**config.mk**
```make
export PLATFORM = sky130hd
export DESIGN_NAME = adma_chan
export DESIGN_NICKNAME = d
export VERILOG_FILES = /design/src/rtl/adma_pkg.sv /design/src/rtl/adma_fifo.sv /design/src/rtl/adma_ctrl.sv /design/src/rtl/adma_chan.sv
export SDC_FILE = /design/constraint.sdc
export NUM_CORES = 1
export LEC_CHECK = 0
export BUFFER_PORTS_ARGS = -buffer_cell sky130_fd_sc_hd__buf_2
export CORE_MARGIN = 2
export CORE_UTILIZATION = 45
export DETAILED_ROUTE_END_ITERATION = 6
export PLACE_DENSITY = 0.68
export RECOVER_POWER = 25
export SLEW_MARGIN = 0
export SYNTH_ARGS = -nofsm -noshare
export SYNTH_HDL_FRONTEND = slang
export SYNTH_SLANG_ARGS = --single-unit
```
**constraint.sdc**
```tcl
create_clock -name clk -period 9.1 [get_ports clk]
set_clock_uncertainty 0.15 [all_clocks]
set_input_delay 2.73 -clock clk [delete_from_list [all_inputs] [get_ports clk]]
set_output_delay 2.73 -clock clk [all_outputs]
set_load 0.01 [all_outputs]
```
**src/rtl/adma_pkg.sv**
```systemverilog
package adma_pkg;
  typedef enum logic [2:0] {
    ST_IDLE,
    ST_RUN,
    ST_WAIT_BUS,
    ST_FLUSH,
    ST_STOPPED
  } adma_state_e;
endpackage

```
**src/rtl/adma_fifo.sv**
```systemverilog
module adma_fifo #(
  parameter int W     = 32,
  parameter int DEPTH = 8
) (
  input  logic         clk,
  input  logic         rst,
  input  logic         clr,
  input  logic         push,
  input  logic [W-1:0] din,
  input  logic         pop,
  output logic [W-1:0] dout,
  output logic         empty,
  output logic         full
);
  localparam int AW = $clog2(DEPTH);

  logic [W-1:0] mem [DEPTH];
  logic [AW-1:0] wp, rp;
  logic [AW:0]   cnt;
  logic          do_push, do_pop;

  assign empty   = (cnt == '0);
  assign full    = (cnt == (AW+1)'(DEPTH));
  assign do_push = push & ~full;
  assign do_pop  = pop & ~empty;
  assign dout    = mem[rp];

  // storage kept free of reset so it maps onto RAM
  always_ff @(posedge clk) begin
    if (do_push) mem[wp] <= din;
  end

  always_ff @(posedge clk) begin
    if (rst || clr) begin
      wp  <= '0;
      rp  <= '0;
      cnt <= '0;
    end else begin
      if (do_push) wp <= wp + AW'(1);
      if (do_pop)  rp <= rp + AW'(1);
      case ({do_push, do_pop})
        2'b10:   cnt <= cnt + (AW+1)'(1);
        2'b01:   cnt <= cnt - (AW+1)'(1);
        default: cnt <= cnt;
      endcase
    end
  end
endmodule

```
**src/rtl/adma_ctrl.sv**
```systemverilog
module adma_ctrl
  import adma_pkg::*;
#(
  parameter int ADDR_W = 32,
  parameter int CNT_W  = 16,
  parameter int BEAT   = 4
) (
  input  logic              clk,
  input  logic              rst,
  input  logic              mode_rx,
  input  logic              ld_valid,
  input  logic [ADDR_W-1:0] ld_addr,
  input  logic [CNT_W-1:0]  ld_bytes,
  input  logic              en_req,
  input  logic              stop_req,
  input  logic              irq_done_en,
  input  logic              irq_term_en,
  input  logic              fifo_empty,
  input  logic              fifo_full,
  input  logic              bus_ack,
  output adma_state_e       st,
  output logic              mode_q,
  output logic              en_ok,
  output logic              beat,
  output logic              bus_req,
  output logic              bus_we,
  output logic [ADDR_W-1:0] bus_addr,
  output logic [CNT_W-1:0]  remain,
  output logic              stop_bit,
  output logic              done_flag,
  output logic              irq_done,
  output logic              irq_term
);
  localparam logic [CNT_W-1:0]  STEP_C = CNT_W'(BEAT);
  localparam logic [ADDR_W-1:0] STEP_A = ADDR_W'(BEAT);
  localparam logic [CNT_W-1:0]  CMASK  = ~CNT_W'(BEAT - 1);

  logic        can_issue;
  logic        last_beat;
  adma_state_e stop_dest;

  assign en_ok     = en_req && (st == ST_IDLE) && (remain != '0);
  assign beat      = bus_req & bus_ack;
  assign can_issue = mode_q ? ~fifo_empty : ~fifo_full;
  assign last_beat = (remain == STEP_C);
  assign stop_dest = mode_q ? ST_FLUSH : ST_STOPPED;

  always_ff @(posedge clk) begin
    if (rst) begin
      st        <= ST_IDLE;
      mode_q    <= 1'b0;
      bus_req   <= 1'b0;
      bus_we    <= 1'b0;
      bus_addr  <= '0;
      remain    <= '0;
      stop_bit  <= 1'b0;
      done_flag <= 1'b0;
      irq_done  <= 1'b0;
      irq_term  <= 1'b0;
    end else begin
      irq_done <= 1'b0;
      irq_term <= 1'b0;
      if (beat) begin
        bus_req  <= 1'b0;
        bus_addr <= bus_addr + STEP_A;
        remain   <= remain - STEP_C;
      end
      unique case (st)
        ST_IDLE: begin
          if (ld_valid) begin
            bus_addr <= ld_addr;
            remain   <= ld_bytes & CMASK;
          end
          if (en_ok) begin
            st        <= ST_RUN;
            mode_q    <= mode_rx;
            done_flag <= 1'b0;
          end
        end
        ST_RUN: begin
          if (beat) begin
            if (last_beat) begin
              done_flag <= 1'b1;
              irq_done  <= irq_done_en;
              st        <= ST_IDLE;
            end else if (stop_req) begin
              stop_bit <= 1'b1;
              st       <= stop_dest;
            end
          end else if (stop_req) begin
            stop_bit <= 1'b1;
            st       <= bus_req ? ST_WAIT_BUS : stop_dest;
          end else if (!bus_req && can_issue) begin
            bus_req <= 1'b1;
            bus_we  <= mode_q;
          end
        end
        ST_WAIT_BUS: begin
          if (beat) st <= stop_dest;
        end
        ST_FLUSH: begin
          if (!bus_req) begin
            if (!fifo_empty && remain != '0) begin
              bus_req <= 1'b1;
              bus_we  <= 1'b1;
            end else begin
              st <= ST_STOPPED;
            end
          end
        end
        ST_STOPPED: begin
          stop_bit <= 1'b0;
          irq_term <= irq_term_en;
          st       <= ST_IDLE;
        end
        default: st <= ST_IDLE;
      endcase
    end
  end
endmodule

```
**src/rtl/adma_chan.sv**
```systemverilog
module adma_chan
  import adma_pkg::*;
#(
  parameter int ADDR_W     = 32,
  parameter int CNT_W      = 16,
  parameter int DATA_W     = 32,
  parameter int FIFO_DEPTH = 8
) (
  input  logic              clk,
  input  logic              rst,
  input  logic              mode_rx,
  input  logic              ld_valid,
  input  logic [ADDR_W-1:0] ld_addr,
  input  logic [CNT_W-1:0]  ld_bytes,
  input  logic              en_req,
  input  logic              stop_req,
  input  logic              irq_done_en,
  input  logic              irq_term_en,
  input  logic              per_wr,
  input  logic [DATA_W-1:0] per_wdata,
  input  logic              per_rd,
  output logic [DATA_W-1:0] per_rdata,
  output logic              bus_req,
  output logic              bus_we,
  output logic [ADDR_W-1:0] bus_addr,
  output logic [DATA_W-1:0] bus_wdata,
  input  logic              bus_ack,
  input  logic [DATA_W-1:0] bus_rdata,
  output logic [CNT_W-1:0]  remain,
  output logic              stop_bit,
  output logic              done_flag,
  output logic              irq_done,
  output logic              irq_term,
  output logic              overrun,
  output logic              underrun
);
  localparam int BEAT = DATA_W / 8;

  adma_state_e       st;
  logic              mode_q, en_ok, beat;
  logic              f_empty, f_full, f_push, f_pop, f_clr;
  logic [DATA_W-1:0] f_din, f_dout;
  logic              running;

  adma_ctrl #(.ADDR_W(ADDR_W), .CNT_W(CNT_W), .BEAT(BEAT)) u_ctrl (
    .clk(clk), .rst(rst), .mode_rx(mode_rx),
    .ld_valid(ld_valid), .ld_addr(ld_addr), .ld_bytes(ld_bytes),
    .en_req(en_req), .stop_req(stop_req),
    .irq_done_en(irq_done_en), .irq_term_en(irq_term_en),
    .fifo_empty(f_empty), .fifo_full(f_full), .bus_ack(bus_ack),
    .st(st), .mode_q(mode_q), .en_ok(en_ok), .beat(beat),
    .bus_req(bus_req), .bus_we(bus_we), .bus_addr(bus_addr),
    .remain(remain), .stop_bit(stop_bit), .done_flag(done_flag),
    .irq_done(irq_done), .irq_term(irq_term)
  );

  assign running = (st == ST_RUN);
  assign f_push  = mode_q ? (per_wr & running) : beat;
  assign f_pop   = mode_q ? beat : per_rd;
  assign f_din   = mode_q ? per_wdata : bus_rdata;
  assign f_clr   = en_ok | (st == ST_STOPPED);

  adma_fifo #(.W(DATA_W), .DEPTH(FIFO_DEPTH)) u_fifo (
    .clk(clk), .rst(rst), .clr(f_clr),
    .push(f_push), .din(f_din), .pop(f_pop),
    .dout(f_dout), .empty(f_empty), .full(f_full)
  );

  assign bus_wdata = f_dout;

  always_ff @(posedge clk) begin
    if (rst) begin
      overrun   <= 1'b0;
      underrun  <= 1'b0;
      per_rdata <= '0;
    end else begin
      if (en_ok) begin
        overrun  <= 1'b0;
        underrun <= 1'b0;
      end else begin
        if (mode_q && running && per_wr && f_full) overrun <= 1'b1;
        if (!mode_q && per_rd && f_empty)          underrun <= 1'b1;
      end
      if (!mode_q && per_rd) per_rdata <= f_empty ? '0 : f_dout;
    end
  end
endmodule

```
==> results of run 1 <==
==> area by class of cell <==
type,count,area (sq um)
Fill cell,2659,14800
Sequential cell,359,9760
Multi-Input combinational cell,539,4770
Timing Repair Buffer,257,1340
Clock buffer,55,1040
Tap cell,442,553
Clock inverter,15,136
Inverter,12,45.0
==> sequential cells by signal, summed over array words and instances (netlist names), 3 cells and up, named ones only <==
name	flops
u_fifo.cnt	4
u_ctrl.bus_addr	32
u_ctrl.remain	14
u_fifo.mem	256
u_ctrl.st	3
u_fifo.wp	3
u_fifo.rp	3
per_rdata	32
==> per-stage QoR <==
step / util [%] / instance area (sq um) / hold slack [ns] / total power, W / instances
2_1_floorplan: - / 14800 / 0.331 / 0.00208 / 975
3_3_place_gp: 50.7 / 16500 / 0.291 / 0.00219 / 1609
3_5_place_dp: 50.7 / 16500 / 0.296 / 0.00220 / 1609
4_1_cts: 54.4 / 17600 / 0.304 / 0.00365 / 1679
5_1_grt: 54.4 / 17600 / 0.332 / 0.00375 / 1679
6_report: 54.4 / 17600 / 0.301 / 0.00361 / 1679
==> cell usage after synthesis, types with 7 or more instances <==
| library cell | number | area share (%) |
|---|---|---|
| xor2_1 | 14 | 0.83 |
| ha_1 | 9 | 0.76 |
| dfxtp_1 | 103 | 14 |
| xnor2_1 | 35 | 2.1 |
| mux4_2 | 64 | 9.8 |
| nor2_1 | 103 | 2.6 |
| mux2_2 | 64 | 4.9 |
| a22oi_1 | 32 | 1.6 |
| clkbuf_1 | 52 | 1.3 |
| nand2_1 | 32 | 0.81 |
| nor4_1 | 16 | 0.68 |
| nand3_1 | 11 | 0.37 |
| nor3_1 | 25 | 0.85 |
| edfxtp_1 | 256 | 52 |
| buf_1 | 9 | 0.23 |
| inv_1 | 12 | 0.31 |
| a211oi_1 | 42 | 2.1 |
| and3_1 | 7 | 0.30 |
| a21oi_1 | 12 | 0.41 |
==> worst min-delay path by stage <==
stage / from / to / slack, ns
after CTS: u_ctrl.bus_addr[1] / u_ctrl.bus_addr[1] / 0.30
after detailed placement: u_ctrl.bus_addr[1] / u_ctrl.bus_addr[1] / 0.30
final: u_ctrl.bus_addr[1] / u_ctrl.bus_addr[1] / 0.30
after global routing: u_ctrl.bus_addr[1] / u_ctrl.bus_addr[1] / 0.33
after floorplan: u_ctrl.bus_addr[0] / u_ctrl.bus_addr[0] / 0.33
after global placement: u_ctrl.bus_addr[1] / u_ctrl.bus_addr[1] / 0.29
==> power breakdown <==
group | total, W | internal [W] | leakage [nW] | switching [W]
Combinational | 0.000301 | 0.000124 | 2.44 | 0.000177
Sequential | 0.00186 | 0.00181 | 3.14 | 0.0000484
Clock | 0.00145 | 0.000836 | 0.575 | 0.000616
==> per-layer routing <==
metal,global-route usage [%],share of wire [%]
met5,0,0
met4,4.35,1.2
met3,3.32,6.5
met2,31.6,48
met1,26.3,44
==> kinds of logic after synthesis <==
group           after synthesis
fa+ha+maj                     9
mux                         133
other cells                   1
buf+inv                      77
simple gates                240
compound gates              106
flops                       359
xor+xnor                     49
==> worst max-delay path, cell delays in order, from the launching register on <==
cell     delay, ns
dfxtp_4       0.95
buf_4         0.50
mux4_2        0.56
mux2_2        0.34
buf_2         0.16
==> run metrics, run 1 <==
drt first pass iters 5; WS Path Type reg2out; CP Launch Type register; Total Routed Length 32.6 mm; Initial Util 45.5%; Hold Path Depth 2; Post-synth EDFFs 256; clk buf depth 3; Synth Area in Simple Gates 7.99%; Skew-Pair Late Insertion Delay 0.53 ns; layout cell share with drive strength beyond 1 34.9%; drt first-iter violations 583; Congestion Overflow GR 0; max_cap viols 0; Die Footprint 34300 sq um; Synth Flop Type edfxtp_1; initial antenna violation count 0; Avg Inst Size Synth 15.2 sq um; Post-Synth XOR/XNOR Area 2.91%; worst hold path type reg2reg; largest family of logic cells by synthesized area multiplexers; Max Fclk 0.169 GHz; worst reg2reg path endpoint u_fifo.mem[4][28]; Peak VDD IR 142 uV; Yosys reg bits 359; post-synthesis cell count 974; Slew @ Worst Pin 1.10 ns; post-CTS setup buffers 0; post-synthesis adder-cell area fraction 0.763%; antenna-violating nets left 0; max-slew violation count 0; worst r2r path cells 6; Pleak 6.16 nW; proportion of synthesized chip area in sequential cells 66.1%; CTS resizes 0; Core Box Area 32500 sq um; mux share of post-synthesis cell area 15.0%; vias in the first global route 8799; pre-CTS setup slack 3.61 ns; GRT Total Usage 19.0%; critical path peak fanout 45; Compound-Gate Fraction of Synth Area 5.26%; H-Tree Depth 2; Cell Pwr Density 205 nW/um^2; post-layout min period 5.93 ns; Row Count 66; commonest non-fill, non-tap cell in the layout edfxtp_1; Reg2Reg Setup Slack 5.59 ns; # IOs 243; Worst setup EP type primary output; status finished, final reports clean; area growth from synthesis to layout 19.5%; Netlist Area Pre-Place 14800 sq um; Die Width 185 um; nets 1339; r2r startpoint u_ctrl.st[0]; worst endpoint data arrival time 3.05 ns; WL per Instance 19.4 um; Max transition margin 26.8%; I/O Buffers 238; Final GP Congestion 0.754; die height 185 um; Setup TNS Final 0 ns; final hold violation count 0; DRC 0; Finish-stage setup viols 0; Distinct cells, synth 52; CTS Root Cell clkbuf_16; clk sink count 359; Post-CTS Hold Fix Bufs 0; global-route wire length before repair 49.8 mm; most frequent cells in the layout edfxtp_1, buf_2, nor2_1; Final HPWL DP 19.7 mm; DR vias 9083; Synthesis Warnings 0; Vias/cell 5.41; period utilisation layout 65.2%; largest net degree at the start of global routing 92; TritonCTS clock tree yes; WP data required 6.22 ns; crit path to bus_wdata[2]; diodes inserted 0; final worst setup slack 3.17 ns; cts bufs inserted 38; CTS clock-pin slew for the worst setup and hold paths 0.05 ns; Post-synth ARST share 0%; RSZ-0062 raised after global routing no
No activity file was read; power rests on OpenSTA's default activity.
==> inputs of run 2 (changes only) <==
--- a/config.mk
+++ b/config.mk
@@ -9,7 +9,7 @@
 export CORE_MARGIN = 2
 export CORE_UTILIZATION = 45
 export DETAILED_ROUTE_END_ITERATION = 6
-export PLACE_DENSITY = 0.68
+export PLACE_DENSITY = 0.71
 export RECOVER_POWER = 25
 export SLEW_MARGIN = 0
 export SYNTH_ARGS = -nofsm -noshare
==> constraint.sdc (replaced) <==
create_clock -name clk -period 4.8 [get_ports clk]
set_clock_uncertainty 0.15 [all_clocks]
set_input_delay 1.44 -clock clk [delete_from_list [all_inputs] [get_ports clk]]
set_output_delay 1.44 -clock clk [all_outputs]
set_load 0.01 [all_outputs]
==> run 2 against run 1 <==
Effect of this change: the run now ends with max-capacitance violations, max-slew violations left; hold slack improved by 0.00070 ns; cell area increased by 0.67%; power increased by 91%; utilization increased by 0.36 points; clock power increased by 92%; register-to-register slack got worse by 4.2 ns; sequential power increased by 90%.
==> run metrics, run 2 (same netlist as run 1, synthesis figures left out) <==
CP Launch Type register; CTS Root Cell clkbuf_16; area growth from synthesis to layout 20.3%; Max transition margin -70.3% (-97 points); antenna-violating nets left 0 (unchanged); post-CTS setup buffers 0 (unchanged); critical path peak fanout 18 (-60%); post-layout min period 3.94 ns; largest reg by FF count u_fifo.mem; worst hold slack 0.302 ns (+0.000699 ns); status finished, violations left; Cell Count, Final, Fillers Out 1684 (+0.30%); vias in the first global route 8901 (+1.2%); Cell Pwr Density 388 nW/um^2 (+90%); final hold violation count 0 (unchanged); period utilisation layout 82.1%; Core Box Area 32500 sq um (unchanged); diodes inserted 0 (unchanged); H-Tree Depth 2 (unchanged); clk buf depth 3 (unchanged); max_cap viols 1 (+1); I/O Buffers 238 (unchanged); CTS clock-pin slew for the worst setup and hold paths 0.06 ns (about the same); HP Start u_ctrl.bus_addr[0]; DRC 0 (unchanged); failing checks max-capacitance violations, max-slew violations; WS Path Type reg2out; Pleak 6.18 nW (+0.35%); drt first-iter violations 530 (-9.1%); Largest register FFs 256 (unchanged); global-route wire length before repair 51.1 mm (+2.6%); most frequent cells in the layout edfxtp_1, buf_2, nor2_1; Pwr Total 0.00689 W (+91%); worst hold path type reg2reg; WL per Instance 20.1 um (+3.6%); Initial Util 45.5% (unchanged); clk sink count 359 (unchanged); Finish-stage setup viols 0 (unchanged); RSZ-0062 raised after global routing no; Die Width 185 um (unchanged); DR vias 9186 (+1.1%); die height 185 um (unchanged); largest net degree at the start of global routing 90 (-2.2%); fill cell count 2615 (-1.7%); Congestion Overflow GR 0 (unchanged); Skew-Pair Late Insertion Delay 0.52 ns (about the same); layout cell share with drive strength beyond 1 35.1% (+0.18 points); biggest regs u_fifo.mem (256), per_rdata (32), u_ctrl.bus_addr (32); Total Routed Length 33.9 mm (+3.9%); Max Fclk 0.254 GHz; nets 1345 (+0.45%); CTS resizes 0 (unchanged); cts bufs inserted 38 (unchanged); worst endpoint data arrival time 2.35 ns (-0.70 ns); # IOs 243 (unchanged); Worst setup EP type primary output; Row Count 66 (unchanged); placed insts 1615 (+0.37%); commonest non-fill, non-tap cell in the layout edfxtp_1; Die Footprint 34300 sq um (unchanged); Final HPWL DP 21.1 mm (+6.9%); drt first pass iters 4 (-1); WP data required 3.21 ns (-3.01 ns); Setup TNS Final 0 ns (unchanged); Vias/cell 5.45 (+0.83%); r2r startpoint u_ctrl.st[0]; initial antenna violation count 0 (unchanged); Final GP Congestion 0.813 (+7.8%); max-slew violation count 56 (+56); Peak VDD IR 254 uV (+80%); Slew @ Worst Pin 2.56 ns (+1.46 ns); Post-CTS Hold Fix Bufs 0 (unchanged); TritonCTS clock tree yes; GRT Total Usage 19.7% (+0.63 points)
## run 2: cell count changes in the layout (fill, tap and decap cells not counted), sizes merged
cell and change:
clkinv +4, bufinv +1, buf +4, clkinvlp +2, clkbuf -6
## run 2: area by class of cell
cell class,instances,area (sq um),area share [%]
multi-input combinational,539,4820,27.1
clock inverter,22,191,1.08
sequential,359,9760,54.9
clock buffer,47,995,5.60
inverter,12,45.0,0.254
timing repair buffer,263,1400,7.89
tap,442,553,3.11
## run 2: worst paths after layout
| kind | depth (start not counted) | slack, ns | end |
|---|---|---|---|
| setup / recovery | 4 | 0.86 | bus_wdata[12] |
| hold / removal | 2 | 0.30 | u_ctrl.bus_addr[0] |
| setup reg to reg | 12 | 1.35 | u_fifo.cnt[2] |
| hold reg to reg | 2 | 0.30 | u_ctrl.bus_addr[0] |
## run 2: worst max-delay path: stages (launching register included)
cell	delay [ns]
dfxtp_2	0.65
buf_4	0.36
mux4_2	0.36
mux2_2	0.31
buf_2	0.15
## run 2: where the power goes
part	total [W]	switching (W)	internal (W)
clock network	0.00279	0.00119	0.00160
registers	0.00353	0.000101	0.00343
logic	0.000571	0.000334	0.000237
## run 2: through the flow
stage / setup slack, ns / util [%] / area, sq um
2_1_floorplan: 0.0764 / - / 14800
3_3_place_gp: 0.752 / 51.1 / 16600
3_5_place_dp: 0.748 / 51.1 / 16600
4_1_cts: 0.809 / 54.8 / 17800
5_1_grt: 0.734 / 54.7 / 17800
6_report: 0.860 / 54.7 / 17800
## run 2: metal layers
layer | routed length, um | global-route usage [%]
met4 | 654 | 4.86
met2 | 16400 | 33.3
met1 | 14500 | 26.2
met5 | 0 | 0
met3 | 2320 | 3.81
